$ cat src/rtl/enable_router_pkg.sv
package enable_router_pkg;

    typedef enum logic {
        MODE_AWAKE  = 1'b0,
        MODE_ASLEEP = 1'b1
    } pm_mode_t;

    localparam logic [3:0] SEL_OFF       = 4'h0;
    localparam logic [3:0] SEL_ON        = 4'h1;
    localparam int         SEL_CTRL_BASE = 2;
    localparam int         SEL_W         = 4;

endpackage

$ cat src/rtl/enable_regfile.sv
module enable_regfile #(
    parameter int NUM_FUNC  = 8,
    parameter int CTRL_REGS = 3,
    parameter int CTRL_BITS = 2,
    parameter int ADDR_W    = 4,
    parameter int DATA_W    = 8
) (
    input  logic                          clk,
    input  logic                          rst_n,
    input  logic                          we,
    input  logic [ADDR_W-1:0]             addr,
    input  logic [DATA_W-1:0]             wdata,
    output logic [DATA_W-1:0]             rdata,
    output logic [CTRL_REGS*CTRL_BITS-1:0] ctrl_flat,
    output logic [NUM_FUNC-1:0]           allow,
    output logic [NUM_FUNC*4-1:0]         sel_flat
);
    localparam int CODES_PER_WORD = DATA_W / 4;
    localparam int ALLOW_ADDR     = CTRL_REGS;
    localparam int SEL_BASE       = CTRL_REGS + 1;

    logic [CTRL_REGS*CTRL_BITS-1:0] ctrl_q;
    logic [NUM_FUNC-1:0]            allow_q;
    logic [NUM_FUNC*4-1:0]          sel_q;

    always_ff @(posedge clk or negedge rst_n) begin
        if (!rst_n) begin
            ctrl_q  <= '0;
            allow_q <= '0;
            sel_q   <= '0;
        end else if (we) begin
            for (int r = 0; r < CTRL_REGS; r++) begin
                if (addr == ADDR_W'(r))
                    ctrl_q[r*CTRL_BITS +: CTRL_BITS] <= wdata[CTRL_BITS-1:0];
            end
            if (addr == ADDR_W'(ALLOW_ADDR))
                allow_q <= wdata[NUM_FUNC-1:0];
            for (int f = 0; f < NUM_FUNC; f++) begin
                if (addr == ADDR_W'(SEL_BASE + f / CODES_PER_WORD))
                    sel_q[f*4 +: 4] <= wdata[(f % CODES_PER_WORD)*4 +: 4];
            end
        end
    end

    always_comb begin
        rdata = '0;
        for (int r = 0; r < CTRL_REGS; r++) begin
            if (addr == ADDR_W'(r))
                rdata[CTRL_BITS-1:0] = ctrl_q[r*CTRL_BITS +: CTRL_BITS];
        end
        if (addr == ADDR_W'(ALLOW_ADDR))
            rdata[NUM_FUNC-1:0] = allow_q;
        for (int f = 0; f < NUM_FUNC; f++) begin
            if (addr == ADDR_W'(SEL_BASE + f / CODES_PER_WORD))
                rdata[(f % CODES_PER_WORD)*4 +: 4] = sel_q[f*4 +: 4];
        end
    end

    assign ctrl_flat = ctrl_q;
    assign allow     = allow_q;
    assign sel_flat  = sel_q;

endmodule

$ cat src/rtl/pin_sync.sv
module pin_sync #(
    parameter int WIDTH = 4
) (
    input  logic             clk,
    input  logic             rst_n,
    input  logic [WIDTH-1:0] async_in,
    output logic [WIDTH-1:0] sync_out
);
    logic [WIDTH-1:0] stage1_q;
    logic [WIDTH-1:0] stage2_q;

    always_ff @(posedge clk or negedge rst_n) begin
        if (!rst_n) begin
            stage1_q <= '0;
            stage2_q <= '0;
        end else begin
            stage1_q <= async_in;
            stage2_q <= stage1_q;
        end
    end

    assign sync_out = stage2_q;

endmodule

$ cat src/rtl/enable_select.sv
module enable_select
    import enable_router_pkg::*;
#(
    parameter int CTRL_W   = 6,
    parameter int NUM_PINS = 4
) (
    input  logic [3:0]          code,
    input  logic [CTRL_W-1:0]   ctrl_flat,
    input  logic [NUM_PINS-1:0] pin_s,
    output logic                src_en
);
    localparam int PIN_BASE = SEL_CTRL_BASE + CTRL_W;

    always_comb begin
        src_en = 1'b0;
        if (code == SEL_ON)
            src_en = 1'b1;
        for (int k = 0; k < CTRL_W; k++) begin
            if (code == 4'(SEL_CTRL_BASE + k))
                src_en = ctrl_flat[k];
        end
        for (int p = 0; p < NUM_PINS; p++) begin
            if (code == 4'(PIN_BASE + p))
                src_en = pin_s[p];
        end
    end

endmodule

$ cat src/rtl/enable_router.sv
module enable_router
    import enable_router_pkg::*;
#(
    parameter int NUM_FUNC  = 8,
    parameter int NUM_PINS  = 4,
    parameter int CTRL_REGS = 3,
    parameter int CTRL_BITS = 2,
    parameter int ADDR_W    = 4,
    parameter int DATA_W    = 8
) (
    input  logic                clk,
    input  logic                rst_n,
    input  logic                sleep_req,
    input  logic [NUM_PINS-1:0] pin_in,
    input  logic                reg_we,
    input  logic [ADDR_W-1:0]   reg_addr,
    input  logic [DATA_W-1:0]   reg_wdata,
    output logic [DATA_W-1:0]   reg_rdata,
    output logic [NUM_FUNC-1:0] func_en
);
    localparam int CTRL_W = CTRL_REGS * CTRL_BITS;

    logic [CTRL_W-1:0]     ctrl_flat;
    logic [NUM_FUNC-1:0]   allow_q;
    logic [NUM_FUNC*4-1:0] sel_flat;
    logic [NUM_PINS-1:0]   pin_s;
    logic [NUM_FUNC-1:0]   src_en;

    pm_mode_t state_q, state_d;

    enable_regfile #(
        .NUM_FUNC (NUM_FUNC),
        .CTRL_REGS(CTRL_REGS),
        .CTRL_BITS(CTRL_BITS),
        .ADDR_W   (ADDR_W),
        .DATA_W   (DATA_W)
    ) u_regs (
        .clk      (clk),
        .rst_n    (rst_n),
        .we       (reg_we),
        .addr     (reg_addr),
        .wdata    (reg_wdata),
        .rdata    (reg_rdata),
        .ctrl_flat(ctrl_flat),
        .allow    (allow_q),
        .sel_flat (sel_flat)
    );

    pin_sync #(.WIDTH(NUM_PINS)) u_sync (
        .clk     (clk),
        .rst_n   (rst_n),
        .async_in(pin_in),
        .sync_out(pin_s)
    );

    for (genvar f = 0; f < NUM_FUNC; f++) begin : g_func
        enable_select #(
            .CTRL_W  (CTRL_W),
            .NUM_PINS(NUM_PINS)
        ) u_sel (
            .code     (sel_flat[f*4 +: 4]),
            .ctrl_flat(ctrl_flat),
            .pin_s    (pin_s),
            .src_en   (src_en[f])
        );
    end

    // Power-mode state register
    always_ff @(posedge clk or negedge rst_n) begin
        if (!rst_n) state_q <= MODE_AWAKE;
        else        state_q <= state_d;
    end

    // Transitions: go_sleep and wake_up
    always_comb begin
        state_d = state_q;
        unique case (state_q)
            MODE_AWAKE:  if (sleep_req)  state_d = MODE_ASLEEP;
            MODE_ASLEEP: if (!sleep_req) state_d = MODE_AWAKE;
        endcase
    end

    // Outputs: sleep gating per function
    always_comb begin
        func_en = '0;
        unique case (state_q)
            MODE_AWAKE:  func_en = src_en;
            MODE_ASLEEP: func_en = src_en & allow_q;
        endcase
    end

endmodule

$ cat config.mk
export PLATFORM = sky130hd
export DESIGN_NAME = enable_router
export DESIGN_NICKNAME = d
export VERILOG_FILES = /design/src/rtl/enable_router_pkg.sv /design/src/rtl/enable_regfile.sv /design/src/rtl/pin_sync.sv /design/src/rtl/enable_select.sv /design/src/rtl/enable_router.sv
export SDC_FILE = /design/constraint.sdc
export NUM_CORES = 1
export LEC_CHECK = 0
export ABC_AREA = 1
export BUFFER_PORTS_ARGS = -buffer_cell sky130_fd_sc_hd__buf_2
export CELL_PAD_IN_SITES_DETAIL_PLACEMENT = 1
export CELL_PAD_IN_SITES_GLOBAL_PLACEMENT = 1
export CORE_ASPECT_RATIO = 1.2
export CORE_MARGIN = 2
export CORE_UTILIZATION = 43
export CTS_BUF_LIST = sky130_fd_sc_hd__clkbuf_8 sky130_fd_sc_hd__clkbuf_16
export CTS_CLUSTER_DIAMETER = 80
export DETAILED_ROUTE_END_ITERATION = 10
export PLACE_DENSITY = 0.8
export SLEW_MARGIN = 25
export SYNTH_ARGS = -nofsm -noshare
export SYNTH_HDL_FRONTEND = slang
export SYNTH_SLANG_ARGS = --single-unit
$ cat constraint.sdc
create_clock -name clk -period 1.3 [get_ports clk]
set_input_delay 0.13 -clock clk [delete_from_list [all_inputs] [get_ports clk]]
set_output_delay 0.13 -clock clk [all_outputs]
set_load 0.1 [all_outputs]
# Yosys cells after proc, flatten, opt, wreduce, memory -nomap -nowiden

Cells that the tools add are included.

Multiplexer cells: 102
Reduce and logical (&&, ||, !) cells: 9
Bitwise gates (word level): 2
Equal/unequal tests: 95

Operators by type and width:

| kind                 | count |
|---|---|
| $eq A4 B3 Y1 const B | 36 |
| $eq A4 B4 Y1 const B | 32 |
| $mux W1              | 89 |
| $eq A4 B2 Y1 const B | 18 |
| $eq A4 B1 Y1 const B | 9 |
| $mux W4              | 8 |
| $pmux W8 S2          | 1 |
| $reduce_and A2 Y1    | 8 |
| $and A8 B8 Y8        | 1 |
| $mux W8              | 1 |
| $mux W2              | 3 |
| $logic_not A4 Y1     | 1 |
| $not A1 Y1           | 1 |

Logic and storage cells: 219
Input port bits: 20
Output and inout bits: 16
Bits in registers: 55

# Depth between registers and ports, before layout

Gate-level depths: netlist of the first run.

Depth in word-level cells: 14
Mapped depth: 9
Depth with buffers taken out: 9

# By module

Synthesis of the first run repeated with hierarchy kept, for this count alone.

Cells, all modules: 538
Area total of the unflattened synthesis: 3688.5 um^2

By module, submodules not included:

| module         | instances | cells an instance | area an instance (um^2) | seq. area each (um^2) |
|---|---|---|---|---|
| enable_regfile | 1         | 247               | 2187.1                  | 1151.1 |
| enable_select  | 8         | 32                | 145.1                   | 0.0 |
| pin_sync       | 1         | 8                 | 200.2                   | 200.2 |
| enable_router  | 1         | 27                | 140.1                   | 25.0 |

# Least setup slack after synthesis of the first run

OpenSTA, ideal clock, no wires.

Kind: register to output
From: register u_sync.stage2_q[2] (netlist: u_sync.sync_out[2])
To: output func_en[1]
Buffers on the path: 1
Arrival: 2.314 ns
Slack: -1.144 ns
Required time: 1.170 ns
Stages on the path, launching flop included: 8
Cells stage by stage: dfrtp_1 clkbuf_1 nand2_1 o211ai_1 o21ai_0 nand2_1 nand2_1 a21oi_1

Word-level cells in the longest chain between the ends: 4

RTL lines:

| element                 | line                | RTL |
|---|---|---|
| start, declared         | pin_sync.sv:10      | `logic [WIDTH-1:0] stage2_q;` |
| start signal, assigned  | pin_sync.sv:18      | `stage2_q <= stage1_q;` |
| $mux W1 * (2 in series) | enable_select.sv:23 | `if (code == 4'(PIN_BASE + p))` |
| $and A8 B8 Y8           | enable_router.sv:88 | `MODE_ASLEEP: func_en = src_en & allow_q;` |
| $pmux W8 S2 *           | enable_router.sv:86 | `unique case (state_q)` |
| end, declared           | enable_router.sv:19 | `output logic [NUM_FUNC-1:0] func_en` |

Mark *: on every way between the ends. The rest lies on a longest branch, timed or not.

# Final worst setup path of the first run

From: register u_regs.ctrl_q[3] (netlist: u_regs.ctrl_flat[3])
To: output func_en[3]

Word-level cells in the longest chain between the ends: 9

RTL lines:

| element                         | line                 | RTL |
|---|---|---|
| start, declared                 | enable_regfile.sv:22 | `logic [CTRL_REGS*CTRL_BITS-1:0] ctrl_q;` |
| start signal, assigned by index | enable_regfile.sv:34 | `ctrl_q[r*CTRL_BITS +: CTRL_BITS] <= wdata[CTRL_BITS-1:0];` |
| $mux W1 * (3 in series)         | enable_select.sv:19  | `if (code == 4'(SEL_CTRL_BASE + k))` |
| $mux W1 * (4 in series)         | enable_select.sv:23  |  |
| $and A8 B8 Y8                   | enable_router.sv:88  |  |
| $pmux W8 S2 *                   | enable_router.sv:86  |  |

Marks and branches as above.

==> results of run 1 <==
-- final cells by class --
class	count	area share, %
multi-input cells	323	39.3
repair buffers	115	23.3
flip-flops and latches	55	28.7
well taps	90	2.32
clock buffers	5	1.42
clock inverters	3	0.412
inverters	59	4.61
-- report_power, final --
group	internal, W	switching [W]	total, W
registers	0.00203	0.000464	0.00249
clock network	0.000377	0.000628	0.00101
logic	0.00155	0.00255	0.00410
total	0.00395	0.00364	0.00759
-- worst max-delay path by stage --
stage | end | depth (start not counted) | startpoint
after floorplan | reg_rdata[1] | 4 | u_regs.ctrl_flat[5]
after global placement | func_en[6] | 7 | u_regs.ctrl_flat[0]
after detailed placement | func_en[6] | 7 | u_regs.ctrl_flat[0]
after CTS | func_en[6] | 5 | u_regs.ctrl_flat[3]
after global routing | func_en[4] | 8 | u_regs.ctrl_flat[0]
final | func_en[3] | 7 | u_regs.ctrl_flat[3]
-- placed cells by master, fill, tap and decap left out, types with 13 or more instances in the layout --
cell type and count:
buf_4 59, inv_1 38, nand2_1 115, inv_2 20, dfrtp_1 43, buf_2 19, nand3_1 24, o21ai_0 19
o21ai_1 39, a21oi_1 15, o211ai_1 15, o21ai_2 15, buf_12 21, nor2_1 13
-- timing repair --
item | 4_1_cts | 5_1_grt
hold buffers | 6 | 0
hold endpoints to repair | 60 | 0
endpoints found under the setup margin | 16 | 16
pin swaps | 26 | 17
buffers inserted | 5 | 9
gates resized for setup | 68 | 22
-- worst register-to-register path: stages, from the launching register on --
cell     delay [ns]
dfrtp_2        0.53
buf_6          0.17
nand2_1        0.09
o21ai_0        0.13
-- cell usage after synthesis --
cell,number,area [µm²]
nor2_2,1,6.26
buf_2,4,20.0
nor3_4,1,16.3
inv_2,5,18.8
nand4_1,8,50.1
inv_1,54,203
nor2_1,23,86.3
nand2_4,3,33.8
nor2_4,1,11.3
dfrtp_1,55,1380
a31oi_1,1,6.26
nor3_1,3,15.0
nand2_1,116,435
o211ai_1,15,113
o21ai_0,36,180
nand3_1,41,205
nand2_2,8,50.1
o22ai_1,6,37.5
or2_2,1,6.26
o21ai_1,32,160
o21ai_2,8,70.1
a21oi_1,19,95.1
clkbuf_1,5,18.8
buf_6,4,45.0
-- per-stage QoR --
step                utilization, %  instance area (µm²)
floorplan                        -                 3460
global placement              60.0                 4390
detailed placement            60.0                 4390
CTS                           64.8                 4740
global route                  66.4                 4860
finish                        66.4                 4860
-- routing by layer --
layer  track usage, %  vias up  routed length (µm)
met5                0        -                   0
met4             20.8        0                1250
met3             4.98      112                1110
met2             59.7      273                7650
met1             40.7     1965                5670
li1                 -     1715                   -
-- logic make-up (layout without fill, tap and decap cells) --
kind of cell | after synthesis | count (layout) | share of synthesized area, %
simple gates | 206 | 206 | 28.1
compound gates | 117 | 117 | 20.3
buf+inv | 72 | 182 | 9.37
flops | 55 | 55 | 42.2
-- registers in the layout, indices dropped and copies added (netlist names) --
| signal | flops |
|---|---|
| u_sync.stage1_q | 4 |
| state_q | 1 |
| u_regs.sel_flat | 32 |
| u_regs.ctrl_flat | 6 |
| u_regs.allow | 8 |
| u_sync.sync_out | 4 |
==> impl_results.rst, run 1 <==
.. list-table::
   :header-rows: 1

   * - Metric
     - Value
   * - Initial core utilization
     - ~45%
   * - FILL cells
     - slightly below 900
   * - Worst R2R Path Depth
     - 3
   * - Multi-input logic area
     - around 0.0019 mm²
   * - Number of maximum-capacitance violations
     - 0
   * - Critical path buffer and inverter count
     - 2
   * - Worst flop-to-flop path endpoint
     - u_regs.ctrl_flat[0]
   * - Relative slew slack
     - 69.0%
   * - IO buf count
     - 35
   * - Clock slew at the register clock pins of the worst setup and hold paths
     - roughly 0.11 ns
   * - Crit path top cell by count
     - nand2_1
   * - Final setup vio count
     - 16
   * - CTS H-tree depth
     - 2
   * - Total via count after detailed routing
     - between 4,000 and 5,000
   * - Via/cell ratio
     - roughly 6.3
   * - Width of the die
     - about 83 µm
   * - R2r startpoint
     - u_regs.ctrl_flat[0]
   * - Final Max Tran Viols
     - 0
   * - Critical Path, Cell by Cell
     - inv_1 > o211ai_1 > nand2_1 > nand2_1 > nand3_2 > nor2_4 > buf_12
   * - Final setup TNS
     - -7.03 ns
   * - Register bit total from synthesis
     - between 50 and 60
   * - Total half-perimeter wirelength after legalization and detailed placement
     - 9240 µm
   * - Crit Path Category
     - reg -> out
   * - Number of stages on the worst hold path
     - 3
   * - Synthesized cell area
     - 0.00326 mm²
   * - Sum of routed wire length over all layers
     - about 16,000 µm
   * - Class of the most critical hold timing path
     - in -> reg
   * - Pre-CTS WS
     - -0.294 ns
   * - Yosys synthesis warning count
     - 0
   * - Pwr per Cell Area
     - 1560 mW/mm²
   * - Avg Inst Size Synth
     - 7.24 µm²
   * - Setup repair after global routing missed its margin
     - true
   * - Remaining routing DRC violations
     - 0
   * - Count of placed standard cells including taps
     - approximately 620
   * - Number of nets with antenna violations after routing
     - 0
   * - Total global-route track usage
     - between 30% and 40%
   * - Endpoint required time on the critical path
     - 1.17 ns
   * - Total power
     - 0.00759 W
   * - Fin. Hold Viols
     - 0
   * - Worst setup SP type
     - register
   * - Placer Congestion
     - 0.931
   * - Sequential fraction of the synthesis area
     - between 40% and 50%
   * - Endpoint of the worst hold path
     - u_regs.sel_flat[23]
   * - Routed len/inst
     - around 24 µm
   * - Min Hold Slack
     - approximately 0.17 ns
   * - Total leakage power
     - between 2 and 2.5 nW
   * - Maximum vdd drop
     - about 1.0 mV
   * - Inserted Clock Buffers
     - 5
   * - Area of the die
     - just over 0.008 mm²
   * - Fraction of final layout cells sized beyond drive strength 1
     - about two fifths
   * - Largest stage delay on the critical path
     - between 0.3 and 0.4 ns
   * - Number of nets produced by synthesis
     - 470
   * - Number of instances in the synthesized netlist
     - 450
   * - Number of antenna violations at the first check in global routing
     - 0
   * - Count of clock tree sinks
     - 55
   * - Total gr overflow
     - 0
   * - Maximum fanout count along the critical path
     - 6
   * - Sequential Area
     - about 0.0014 mm²
   * - Wire length of the first global-routing pass
     - 22,300 µm
   * - Core Area
     - around 0.0073 mm²
   * - Capturing element type of the critical path
     - output pin
   * - R2R setup slack
     - between 0.2 and 0.25 ns
   * - Min setup slack post-route
     - -0.620 ns
   * - # rows
     - 34
   * - Maximum number of pins on one net before global-route repair
     - between 50 and 60
   * - Via count of the first global-routing pass
     - between 4,000 and 5,000
   * - Layout Cells excl Fill
     - between 600 and 700
   * - Clock tree from TritonCTS
     - yes
   * - Iter 0 DRT Violations
     - 344
   * - Slew @ Worst Pin
     - between 0.4 and 0.5 ns
   * - Clock latency of the later-clocked register in the worst-skew pair
     - roughly 0.31 ns
   * - Boundary Pins
     - 36
   * - DIE HEIGHT
     - slightly below 100 µm
   * - Highest attainable clock frequency
     - 521 MHz
   * - Clock root cell
     - clkbuf_8
   * - Clock Skew
     - ~0.00085 ns
   * - Final period utilization
     - 148%
   * - Final net count
     - just under 600
   * - Drt pass-1 iters
     - 5
   * - Hold Startpoint
     - reg_wdata[7]
   * - Area overhead of the layout relative to synthesis
     - 49.0%
   * - Final critical delay including setup and external delays
     - 1.92 ns
   * - Cell type group with the largest total delay on the critical path
     - simple AND/OR/NAND/NOR gates
   * - Synth unique cells
     - 24
   * - Violations in the final reports
     - negative setup slack
   * - Data arrival, critical path
     - about 1.8 ns
   * - Max stage delay cell, worst path
     - dfrtp_1
   * - Number of diodes added for antenna fixing
     - 0
   * - Clock tree buffer depth
     - 2
   * - Status
     - complete, but fails checks
No activity file was read; power rests on OpenSTA's default activity.
==> inputs of run 2 (changes only) <==
--- a/config.mk
+++ b/config.mk
@@ -6,7 +6,7 @@
 export NUM_CORES = 1
 export LEC_CHECK = 0
 export ABC_AREA = 1
-export BUFFER_PORTS_ARGS = -buffer_cell sky130_fd_sc_hd__buf_2
+export BUFFER_PORTS_ARGS = -buffer_cell sky130_fd_sc_hd__buf_4
 export CELL_PAD_IN_SITES_DETAIL_PLACEMENT = 1
 export CELL_PAD_IN_SITES_GLOBAL_PLACEMENT = 1
 export CORE_ASPECT_RATIO = 1.2
==> impl_results.rst, run 2 (synthesis results as in run 1) <==
.. list-table::
   :header-rows: 1

   * - Metric
     - Value
   * - Status
     - complete, but fails checks (unchanged)
   * - Violations in the final reports
     - negative setup slack (unchanged)
   * - Crit Path Category
     - reg -> out (unchanged)
   * - Total leakage power
     - 2.37 nW (was 2.34 nW)
   * - Total via count after detailed routing
     - 4,219 (was 4,065)
   * - Crit path top cell by count
     - nand2_1 (unchanged)
   * - Total half-perimeter wirelength after legalization and detailed placement
     - 9210 µm (was 9240 µm)
   * - Critical Path, Cell by Cell
     - buf_4 > nand2_1 > o21ai_0 > nand2_1 > o211ai_1 > nand2_1 > a21oi_4 > buf_12 (was inv_1 > o211ai_1 > nand2_1 > nand2_1 > nand3_2 > nor2_4 > buf_12)
   * - Cell type group with the largest total delay on the critical path
     - flip-flops (was simple AND/OR/NAND/NOR gates)
   * - Total gr overflow
     - 0 (unchanged)
   * - Number of diodes added for antenna fixing
     - 0 (unchanged)
   * - Routed length on met3
     - 1320 µm (was 1110 µm)
   * - Final Max Tran Viols
     - 0 (unchanged)
   * - Max stage delay cell, worst path
     - dfrtp_2 (was dfrtp_1)
   * - Pwr per Cell Area
     - 1620 mW/mm² (was 1560 mW/mm²)
   * - Data arrival, critical path
     - 1.85 ns (was 1.79 ns)
   * - Fraction of final layout cells sized beyond drive strength 1
     - 42.0% (was 39.6%)
   * - CTS H-tree depth
     - 2 (unchanged)
   * - Slew @ Worst Pin
     - 0.465 ns (was 0.464 ns)
   * - Sum of routed wire length over all layers
     - 17,100 µm (was 15,700 µm)
   * - Boundary Pins
     - 36 (unchanged)
   * - Iter 0 DRT Violations
     - 438 (was 344)
   * - Number of antenna violations at the first check in global routing
     - 0 (unchanged)
   * - Number of maximum-capacitance violations
     - 0 (unchanged)
   * - Length of routed met2 wiring
     - 8230 µm (was 7650 µm)
   * - R2R setup slack
     - 0.32 ns (was 0.23 ns)
   * - Highest attainable clock frequency
     - 506 MHz (was 521 MHz)
   * - Power Internal
     - 0.00420 W (was 0.00395 W)
   * - Fin. Hold Viols
     - 0 (unchanged)
   * - Count of placed standard cells including taps
     - 629 (was 624)
   * - Logic pwr share
     - 53.9% (was 54.0%)
   * - Sw frac
     - 47.3% (was 47.9%)
   * - Remaining routing DRC violations
     - 0 (unchanged)
   * - FILL cells
     - 861 (was 866)
   * - Layout Cells excl Fill
     - 654 (was 650)
   * - Top sig layer
     - met4 (unchanged)
   * - Final setup vio count
     - 16 (unchanged)
   * - Placer Congestion
     - 0.889 (was 0.931)
   * - Clock latency of the later-clocked register in the worst-skew pair
     - 0.32 ns (was 0.31 ns)
   * - Maximum vdd drop
     - 1.24 mV (was 1.04 mV)
   * - Capturing element type of the critical path
     - output pin (unchanged)
   * - Final period utilization
     - 152% (was 148%)
   * - Worst setup SP type
     - register (unchanged)
   * - IO buf count
     - 35 (unchanged)
   * - Maximum number of pins on one net before global-route repair
     - 38 (was 56)
   * - Min setup slack post-route
     - -0.678 ns (was -0.620 ns)
   * - Critical path buffer and inverter count
     - 2 (unchanged)
   * - Endpoint required time on the critical path
     - 1.17 ns (about the same)
   * - Largest stage delay on the critical path
     - 0.44 ns (was 0.39 ns)
   * - Via count of the first global-routing pass
     - 4,257 (was 4,282)
   * - Total power
     - 0.00797 W (was 0.00759 W)
   * - Sequential cell fraction of total power
     - 31.1% (was 32.8%)
   * - Width of the die
     - 83.5 µm (unchanged)
   * - Final net count
     - 584 (was 579)
   * - # rows
     - 34 (unchanged)
   * - Initial core utilization
     - 44.5% (unchanged)
   * - Min Hold Slack
     - 0.198 ns (was 0.173 ns)
   * - Area of the die
     - 0.00829 mm² (unchanged)
   * - Maximum fanout count along the critical path
     - 3 (was 6)
   * - Total global-route track usage
     - 36.0% (was 34.5%)
   * - Post-Route Utilization
     - 67.4% (was 66.4%)
   * - Wire length of the first global-routing pass
     - 22,900 µm (was 22,300 µm)
   * - Switching power summed over all nets
     - 0.00376 W (was 0.00364 W)
   * - Clock slew at the register clock pins of the worst setup and hold paths
     - 0.11 ns (about the same)
   * - Clock root cell
     - clkbuf_8 (unchanged)
   * - Routed len/inst
     - 26.2 µm (was 24.1 µm)
   * - Most common cell after layout, fill and taps aside
     - nand2_1 (unchanged)
   * - Area overhead of the layout relative to synthesis
     - 51.2% (was 49.0%)
   * - Final critical delay including setup and external delays
     - 1.98 ns (was 1.92 ns)
   * - Inserted Clock Buffers
     - 5 (unchanged)
   * - DIE HEIGHT
     - 99.4 µm (unchanged)
   * - Drt pass-1 iters
     - 5 (unchanged)
   * - Setup repair after global routing missed its margin
     - true (unchanged)
   * - Via/cell ratio
     - 6.45 (was 6.25)
   * - Number of nets with antenna violations after routing
     - 0 (unchanged)
   * - Relative slew slack
     - 69.0% (about the same)
   * - Class of the most critical hold timing path
     - in -> reg (unchanged)
   * - Fraction of power consumed by the clock network
     - 15.0% (was 13.2%)
   * - Core Area
     - 0.00732 mm² (unchanged)
   * - Commonest cells after routing, fill and taps aside
     - nand2_1 (112), buf_4 (87), o21ai_1 (45) (was nand2_1 (115), buf_4 (59), dfrtp_1 (43))
   * - Pre-CTS WS
     - -0.323 ns (was -0.294 ns)
   * - Max reg flops
     - 32 (unchanged)
   * - Clock tree from TritonCTS
     - yes (unchanged)
   * - Clock Skew
     - 0.000681 ns (was 0.000851 ns)
   * - Count of clock tree sinks
     - 55 (unchanged)
   * - Post-Route M1 WL
     - 6150 µm (was 5670 µm)
   * - Clock tree buffer depth
     - 2 (unchanged)
run 2: cell types whose count changed in the layout (fill, tap and decap cells not counted), sizes merged:
cell,before,now
clkinvlp,2,1
bufinv,0,1
buf,109,114
clkinv,1,0
run 2: timing repair:
item                       in CTS  in global routing
hold buffers                    6                  0
resized for setup             105                 52
buffers inserted                2                 13
hold endpoints to repair       23                  0
setup endpoints to repair      16                 17
pin swaps                      17                 26
run 2: worst reg2reg max path, delay by kind of cell (launching register included):
kind | cells | cell delay [ns]
flip-flops | 1 | 0.43
buffers and inverters | 2 | 0.31
AND/OR/NAND/NOR | 1 | 0.06
AO/OA/AOI/OAI | 1 | 0.06
run 2: metal layers:
layer,vias up,GRT usage (%)
li1,1724,-
met1,2029,40.6
met3,133,6.31
met2,333,64.2
met4,0,20.3
met5,-,0
run 2: worst paths after layout:
kind | depth (start not counted) | endpoint | from
max | 8 | func_en[1] | u_regs.ctrl_flat[5]
min | 3 | u_regs.sel_flat[23] | reg_wdata[7]
max reg2reg | 4 | u_regs.sel_flat[2] | u_regs.sel_flat[2]
min reg2reg | 0 | u_sync.sync_out[3] | u_sync.stage1_q[3]
max in group asynchronous | 3 | u_regs.sel_flat[31] | rst_n
min in group asynchronous | 2 | u_regs.ctrl_flat[5] | rst_n
run 2: power groups by stage:
stage	sequential [W]	clock, W	combinational [W]
4_1_cts	0.00240	0.00117	0.00375
5_1_grt	0.00250	0.00125	0.00445
3_5_place_dp	0.00240	0	0.00323
3_3_place_gp	0.00237	0	0.00313
6_report	0.00247	0.00120	0.00429
2_1_floorplan	0.00231	0	0.00216
run 2: final cells by class:
class	instances	area, µm²	area share (%)
flip-flops and latches	55	1400	28.3
clock inverters	2	37.5	0.761
clock buffers	5	68.8	1.40
inverters	59	226	4.59
well taps	90	113	2.28
repair buffers	120	1160	23.6
multi-input cells	323	1930	39.1
run 2: metrics by stage:
step	cell area, µm²	setup TNS, ns
after floorplan	3460	-2.21
after CTS	4730	-5.86
after detailed placement	4240	-4.59
final	4930	-6.96
after global routing	4930	-7.72
after global placement	4240	-3.32
